`config.mk`:
```
export PLATFORM = sky130hd
export DESIGN_NAME = hyst_field_latch
export DESIGN_NICKNAME = d
export VERILOG_FILES = /design/src/rtl/fl_pkg.sv /design/src/rtl/fl_threshold_cmp.sv /design/src/rtl/fl_window_track.sv /design/src/rtl/fl_capture_core.sv /design/src/rtl/hyst_field_latch.sv
export SDC_FILE = /design/constraint.sdc
export NUM_CORES = 1
export LEC_CHECK = 0
export BUFFER_PORTS_ARGS = -buffer_cell sky130_fd_sc_hd__buf_2
export CORE_AREA = 2 2 39 41
export CTS_CLUSTER_SIZE = 25
export DETAILED_ROUTE_END_ITERATION = 16
export DIE_AREA = 0 0 41 43
export SYNTH_ARGS = -nofsm -noshare
export SYNTH_HDL_FRONTEND = slang
export SYNTH_SLANG_ARGS = --single-unit
```
`constraint.sdc`:
```
create_clock -name clk_i -period 1.6 [get_ports clk_i]
set_clock_uncertainty 0.05 [all_clocks]
set_input_delay 0.32 -clock clk_i [delete_from_list [all_inputs] [get_ports clk_i]]
set_output_delay 0.32 -clock clk_i [all_outputs]
set_load 0.02 [all_outputs]
```
`src/rtl/fl_pkg.sv`:
```
package fl_pkg;

  typedef enum logic [1:0] {
    CMP_HOLD    = 2'd0,
    CMP_OPERATE = 2'd1,
    CMP_RELEASE = 2'd2
  } cmp_e;

  // Sort one sample against the two thresholds (inclusive on both sides).
  function automatic cmp_e fl_classify(input int sample, input int op_th, input int rp_th);
    cmp_e c;
    if (sample >= op_th)      c = CMP_OPERATE;
    else if (sample <= rp_th) c = CMP_RELEASE;
    else                      c = CMP_HOLD;
    return c;
  endfunction

  // Output level after a capture of class c; cur is the present level.
  function automatic logic fl_next_level(input cmp_e c, input logic cur);
    logic lvl;
    case (c)
      CMP_OPERATE: lvl = 1'b0;
      CMP_RELEASE: lvl = 1'b1;
      default:     lvl = cur;
    endcase
    return lvl;
  endfunction

endpackage

```
`src/rtl/fl_threshold_cmp.sv`:
```
module fl_threshold_cmp
  import fl_pkg::*;
#(
  parameter int FIELD_W    = 12,
  parameter int OPERATE_TH = 360,
  parameter int RELEASE_TH = -360
) (
  input  logic signed [FIELD_W-1:0] field_i,
  output cmp_e                      cls_o
);

  if (OPERATE_TH <= RELEASE_TH) begin : g_bad_th
    $error("operate threshold must exceed release threshold");
  end

  int sample_int;

  always_comb begin
    sample_int = int'(field_i);
    cls_o      = fl_classify(sample_int, OPERATE_TH, RELEASE_TH);
  end

endmodule

```
`src/rtl/fl_window_track.sv`:
```
module fl_window_track (
  input  logic clk_i,
  input  logic rst_ni,
  input  logic awake_i,
  output logic win_fall_o
);

  logic awake_q;

  always_ff @(posedge clk_i or negedge rst_ni) begin
    if (!rst_ni) awake_q <= 1'b0;
    else         awake_q <= awake_i;
  end

  assign win_fall_o = awake_q & ~awake_i;

endmodule

```
`src/rtl/fl_capture_core.sv`:
```
module fl_capture_core
  import fl_pkg::*;
(
  input  logic clk_i,
  input  logic rst_ni,
  input  logic sample_en_i,
  input  logic win_fall_i,
  input  cmp_e cls_i,
  output cmp_e pend_o,
  output logic out_high_o,
  output logic valid_o,
  output logic toggle_o
);

  cmp_e pend_q;
  logic out_q, valid_q, tog_q, out_nxt;

  always_comb begin
    out_nxt = out_q;
    if (win_fall_i) out_nxt = fl_next_level(pend_q, out_q);
  end

  always_ff @(posedge clk_i or negedge rst_ni) begin
    if (!rst_ni) begin
      pend_q  <= CMP_HOLD;
      out_q   <= 1'b1;
      valid_q <= 1'b0;
      tog_q   <= 1'b0;
    end else begin
      if (sample_en_i) pend_q <= cls_i;
      out_q <= out_nxt;
      tog_q <= out_nxt ^ out_q;
      if (win_fall_i && (pend_q != CMP_HOLD)) valid_q <= 1'b1;
    end
  end

  assign pend_o     = pend_q;
  assign out_high_o = out_q;
  assign valid_o    = valid_q;
  assign toggle_o   = tog_q;

endmodule

```
`src/rtl/hyst_field_latch.sv`:
```
module hyst_field_latch
  import fl_pkg::*;
#(
  parameter int FIELD_W    = 12,
  parameter int OPERATE_TH = 360,
  parameter int RELEASE_TH = -360
) (
  input  logic                      clk_i,
  input  logic                      rst_ni,
  input  logic                      awake_i,
  input  logic signed [FIELD_W-1:0] field_i,
  output logic                      out_high_o,
  output logic                      toggle_o,
  output logic                      valid_o
);

  cmp_e cur_cls;
  cmp_e pend_cls;
  logic win_fall;

  fl_threshold_cmp #(
    .FIELD_W   (FIELD_W),
    .OPERATE_TH(OPERATE_TH),
    .RELEASE_TH(RELEASE_TH)
  ) u_cmp (
    .field_i(field_i),
    .cls_o  (cur_cls)
  );

  fl_window_track u_win (
    .clk_i     (clk_i),
    .rst_ni    (rst_ni),
    .awake_i   (awake_i),
    .win_fall_o(win_fall)
  );

  fl_capture_core u_core (
    .clk_i      (clk_i),
    .rst_ni     (rst_ni),
    .sample_en_i(awake_i),
    .win_fall_i (win_fall),
    .cls_i      (cur_cls),
    .pend_o     (pend_cls),
    .out_high_o (out_high_o),
    .valid_o    (valid_o),
    .toggle_o   (toggle_o)
  );

endmodule

```
==> flow_summary_export.csv <==
group,metric,value,unit
setup_path,worstSetupPathType,"reg2out",
route,drc,0,
timing,max_slew_margin,88.3,%
setup_path,worst-r2r-setup-slack,0.37,ns
route,wirelength,636,um
cts,cts_buffers,3,
setup_path,crit_family,"flip-flops",
logic_synthesis,synth_largest_area_cell,"dfrtp_1",
power_and_ir_drop,sequentialPowerShare,41.9,%
setup_path,cp_data_required_time,1.23,ns
finish,final_common_cell,"buf_2",
timing,layout_setup_ws,0.281,ns
logic_synthesis,syn-cell-area,323,um^2
cts,root_buffer,"clkbuf_4",
logic_synthesis,syn-num-nets,46,
global_routing,first_global_vias,276,
floorplanning,start_util,23.3,%
hold_path,worstHoldPathType,"in2reg",
setup_path,critical_path.max_fanout,3,
cts,postCtsHoldBufs,1,
timing,hold_viol,0,
setup_path,cp-startpoint,"u_core.out_high_o",
route,wl_per_cell,9.49,um
cts,htreeDepth,1,
finish,antenna_cells,0,
setup_path,crit_buf_inv,1,
timing,rsz0062_at_grt,"no",
finish,drive_above_1_share,49.0,%
place,gp_congestion,0.647,
floorplanning,rows,14,
global_routing,track_usage,8.83,%
cts,cts_buffer_depth,2,
cts,cts_resized,0,
logic_synthesis,synth.area.top_cells,"dfrtp_1 39%, dfstp_2 8.1%, ha_1 7.8%, nand3b_4 6.2%, o21ai_0 4.7%",
power_and_ir_drop,switching_share,26.7,%
power_and_ir_drop,power.density,928,mW/mm^2
finish,layout_common_cells,"17 x buf_2, 5 x dfrtp_1, 3 x inv_1, 3 x o21ai_0, 3 x clkbuf_4",
timing,min_period,1.32,ns
power_and_ir_drop,p_leak,0.242,nW
floorplanning,die_h,43,um
global_routing,grt_max_degree,9,
setup_path,cp_slowest_stage_delay,0.54,ns
timing,fmax,758,MHz
timing,setup_violations,0,
hold_path,hold_start,"awake_i",
logic_synthesis,ys_seq_elements,6,
floorplanning,dieWidth,41,um
timing,fin_crit_sh,82.4,%
global_routing,gr-total-overflow,0,
finish,layout.nets,69,
logic_synthesis,ys_seq_area_share,46.9,%
timing,tightest_slew,0.173,ns
floorplanning,dieArea,0.00176,mm^2
finish,fin_util,33.5,%
logic_synthesis,synth_cells,29,
place,dp_slack,0.381,ns
logic_synthesis,synth_cell_types,19,
setup_path,crit_path_end_kind,"output port",
floorplanning,top_level_ports,18,
setup_path,arrival,0.95,ns
finish,area_growth,43.8,%
power_and_ir_drop,power,0.000431,W
setup_path,slowest_stage,"dfstp_2",
logic_synthesis,synth_warnings,0,
power_and_ir_drop,power_frac_clock,36.1,%
cts,cts_sinks,6,
timing,fin_setup_tns,0,ns
setup_path,crit_path_cell_trace,"buf_2",
power_and_ir_drop,switchingPower,0.000115,W
route,drtIter0Drc,3,
power_and_ir_drop,p_comb_share,22.0,%
route,viasPerCell,4.30,
logic_synthesis,syn_area_per_cell,11.1,um^2
cts,clk_pin_slew_worst_paths,0.05,ns
status,status,"completed",
setup_path,r2r-start,"u_core.pend_o[0]",
cts,cts_tree,"done",
place,port_buffers,17,
logic_synthesis,synth.top_cell.area_share,38.8,%
route,final_antenna_net_count,0,
timing,drv_slew,0,
route,firstDrtPassIters,2,
timing,fin_hold_ws,0.219,ns
power_and_ir_drop,vdd_drop_max,0.184,mV
cts,worstSkewPairLatency,0.25,ns
setup_path,start_kind,"register",
run,cap_viol_max_count,0,
global_routing,grt_pass1_wl,993,um
place,dp_hpwl,513,um
global_routing,antenna_found_initial,0,
route,vias,288,
power_and_ir_drop,internal_power,0.000316,W
floorplanning,core,0.00138,mm^2
cts,cts_setup_buffers,0,
-- state kept, by name (all words and copies together), names as in the netlist --
register           count
u_core.out_high_o      1
u_core.pend_o          2
u_core.valid_o         1
u_win.awake_q          1
u_core.toggle_o        1
-- power groups by stage --
stage / Sequential [W] / Combinational (W) / Clock, W
final: 0.000180 / 0.0000948 / 0.000155
after global routing: 0.000183 / 0.000107 / 0.000176
after CTS: 0.000181 / 0.0000966 / 0.000166
after detailed placement: 0.000183 / 0.0000943 / 0
after global placement: 0.000182 / 0.0000928 / 0
after floorplan: 0.000192 / 0.0000475 / 0
-- layout make-up --
class / count / area [um^2]
clock buffers: 4 / 26.3
repair buffers: 18 / 95.1
multi-input cells: 20 / 160
inverters: 3 / 11.3
well taps: 16 / 20.0
fillers: 144 / 920
flip-flops and latches: 6 / 151
-- synth_stat cells (all sizes together) --
| master | count |
|---|---|
| mux2 | 1 |
| dfrtp | 5 |
| nand2 | 1 |
| o21ai | 3 |
| o21a | 1 |
| xnor2 | 1 |
| nor3 | 1 |
| ha | 2 |
| inv | 3 |
| o211a | 1 |
| nor2 | 2 |
| a41oi | 1 |
| nand3b | 1 |
| o211ai | 1 |
| or2 | 1 |
| nor3b | 1 |
| dfstp | 1 |
| nand3 | 1 |
| a31oi | 1 |
-- stage by stage --
step | cell area, um^2 | cells
3_3_place_gp | 428 | 62
4_1_cts | 464 | 67
5_1_grt | 464 | 67
2_1_floorplan | 323 | 29
6_report | 464 | 67
3_5_place_dp | 428 | 62
-- cells by family after synthesis --
logic type | share of synthesized area, %
flip-flops | 46.9
adder cells (fa/ha/maj) | 7.75
multiplexers | 4.65
buffers and inverters | 3.49
XOR/XNOR | 2.71
AO/OA/AOI/OAI | 17.4
AND/OR/NAND/NOR | 17.1
-- metal layers --
metal | up-vias | part of all wire (%) | routed length (um) | GRT usage (%)
li1 | 150 | - | - | -
met1 | 121 | 42 | 264 | 8.65
met2 | 17 | 48 | 303 | 13.4
met3 | 0 | 11 | 67 | 1.57
met4 | 0 | 0 | 0 | 10.0
met5 | - | 0 | 0 | 0
-- final timing paths --
path                                           to  cells past startpoint
worst max-delay path                   out_high_o                      1
worst min-delay path                u_win.awake_q                      1
max in group asynchronous       u_core.out_high_o                      2
worst min register to register     u_core.valid_o                      1
min in group asynchronous        u_core.pend_o[0]                      2
worst max register to register  u_core.out_high_o                      4
No activity file was read; power rests on OpenSTA's default activity.
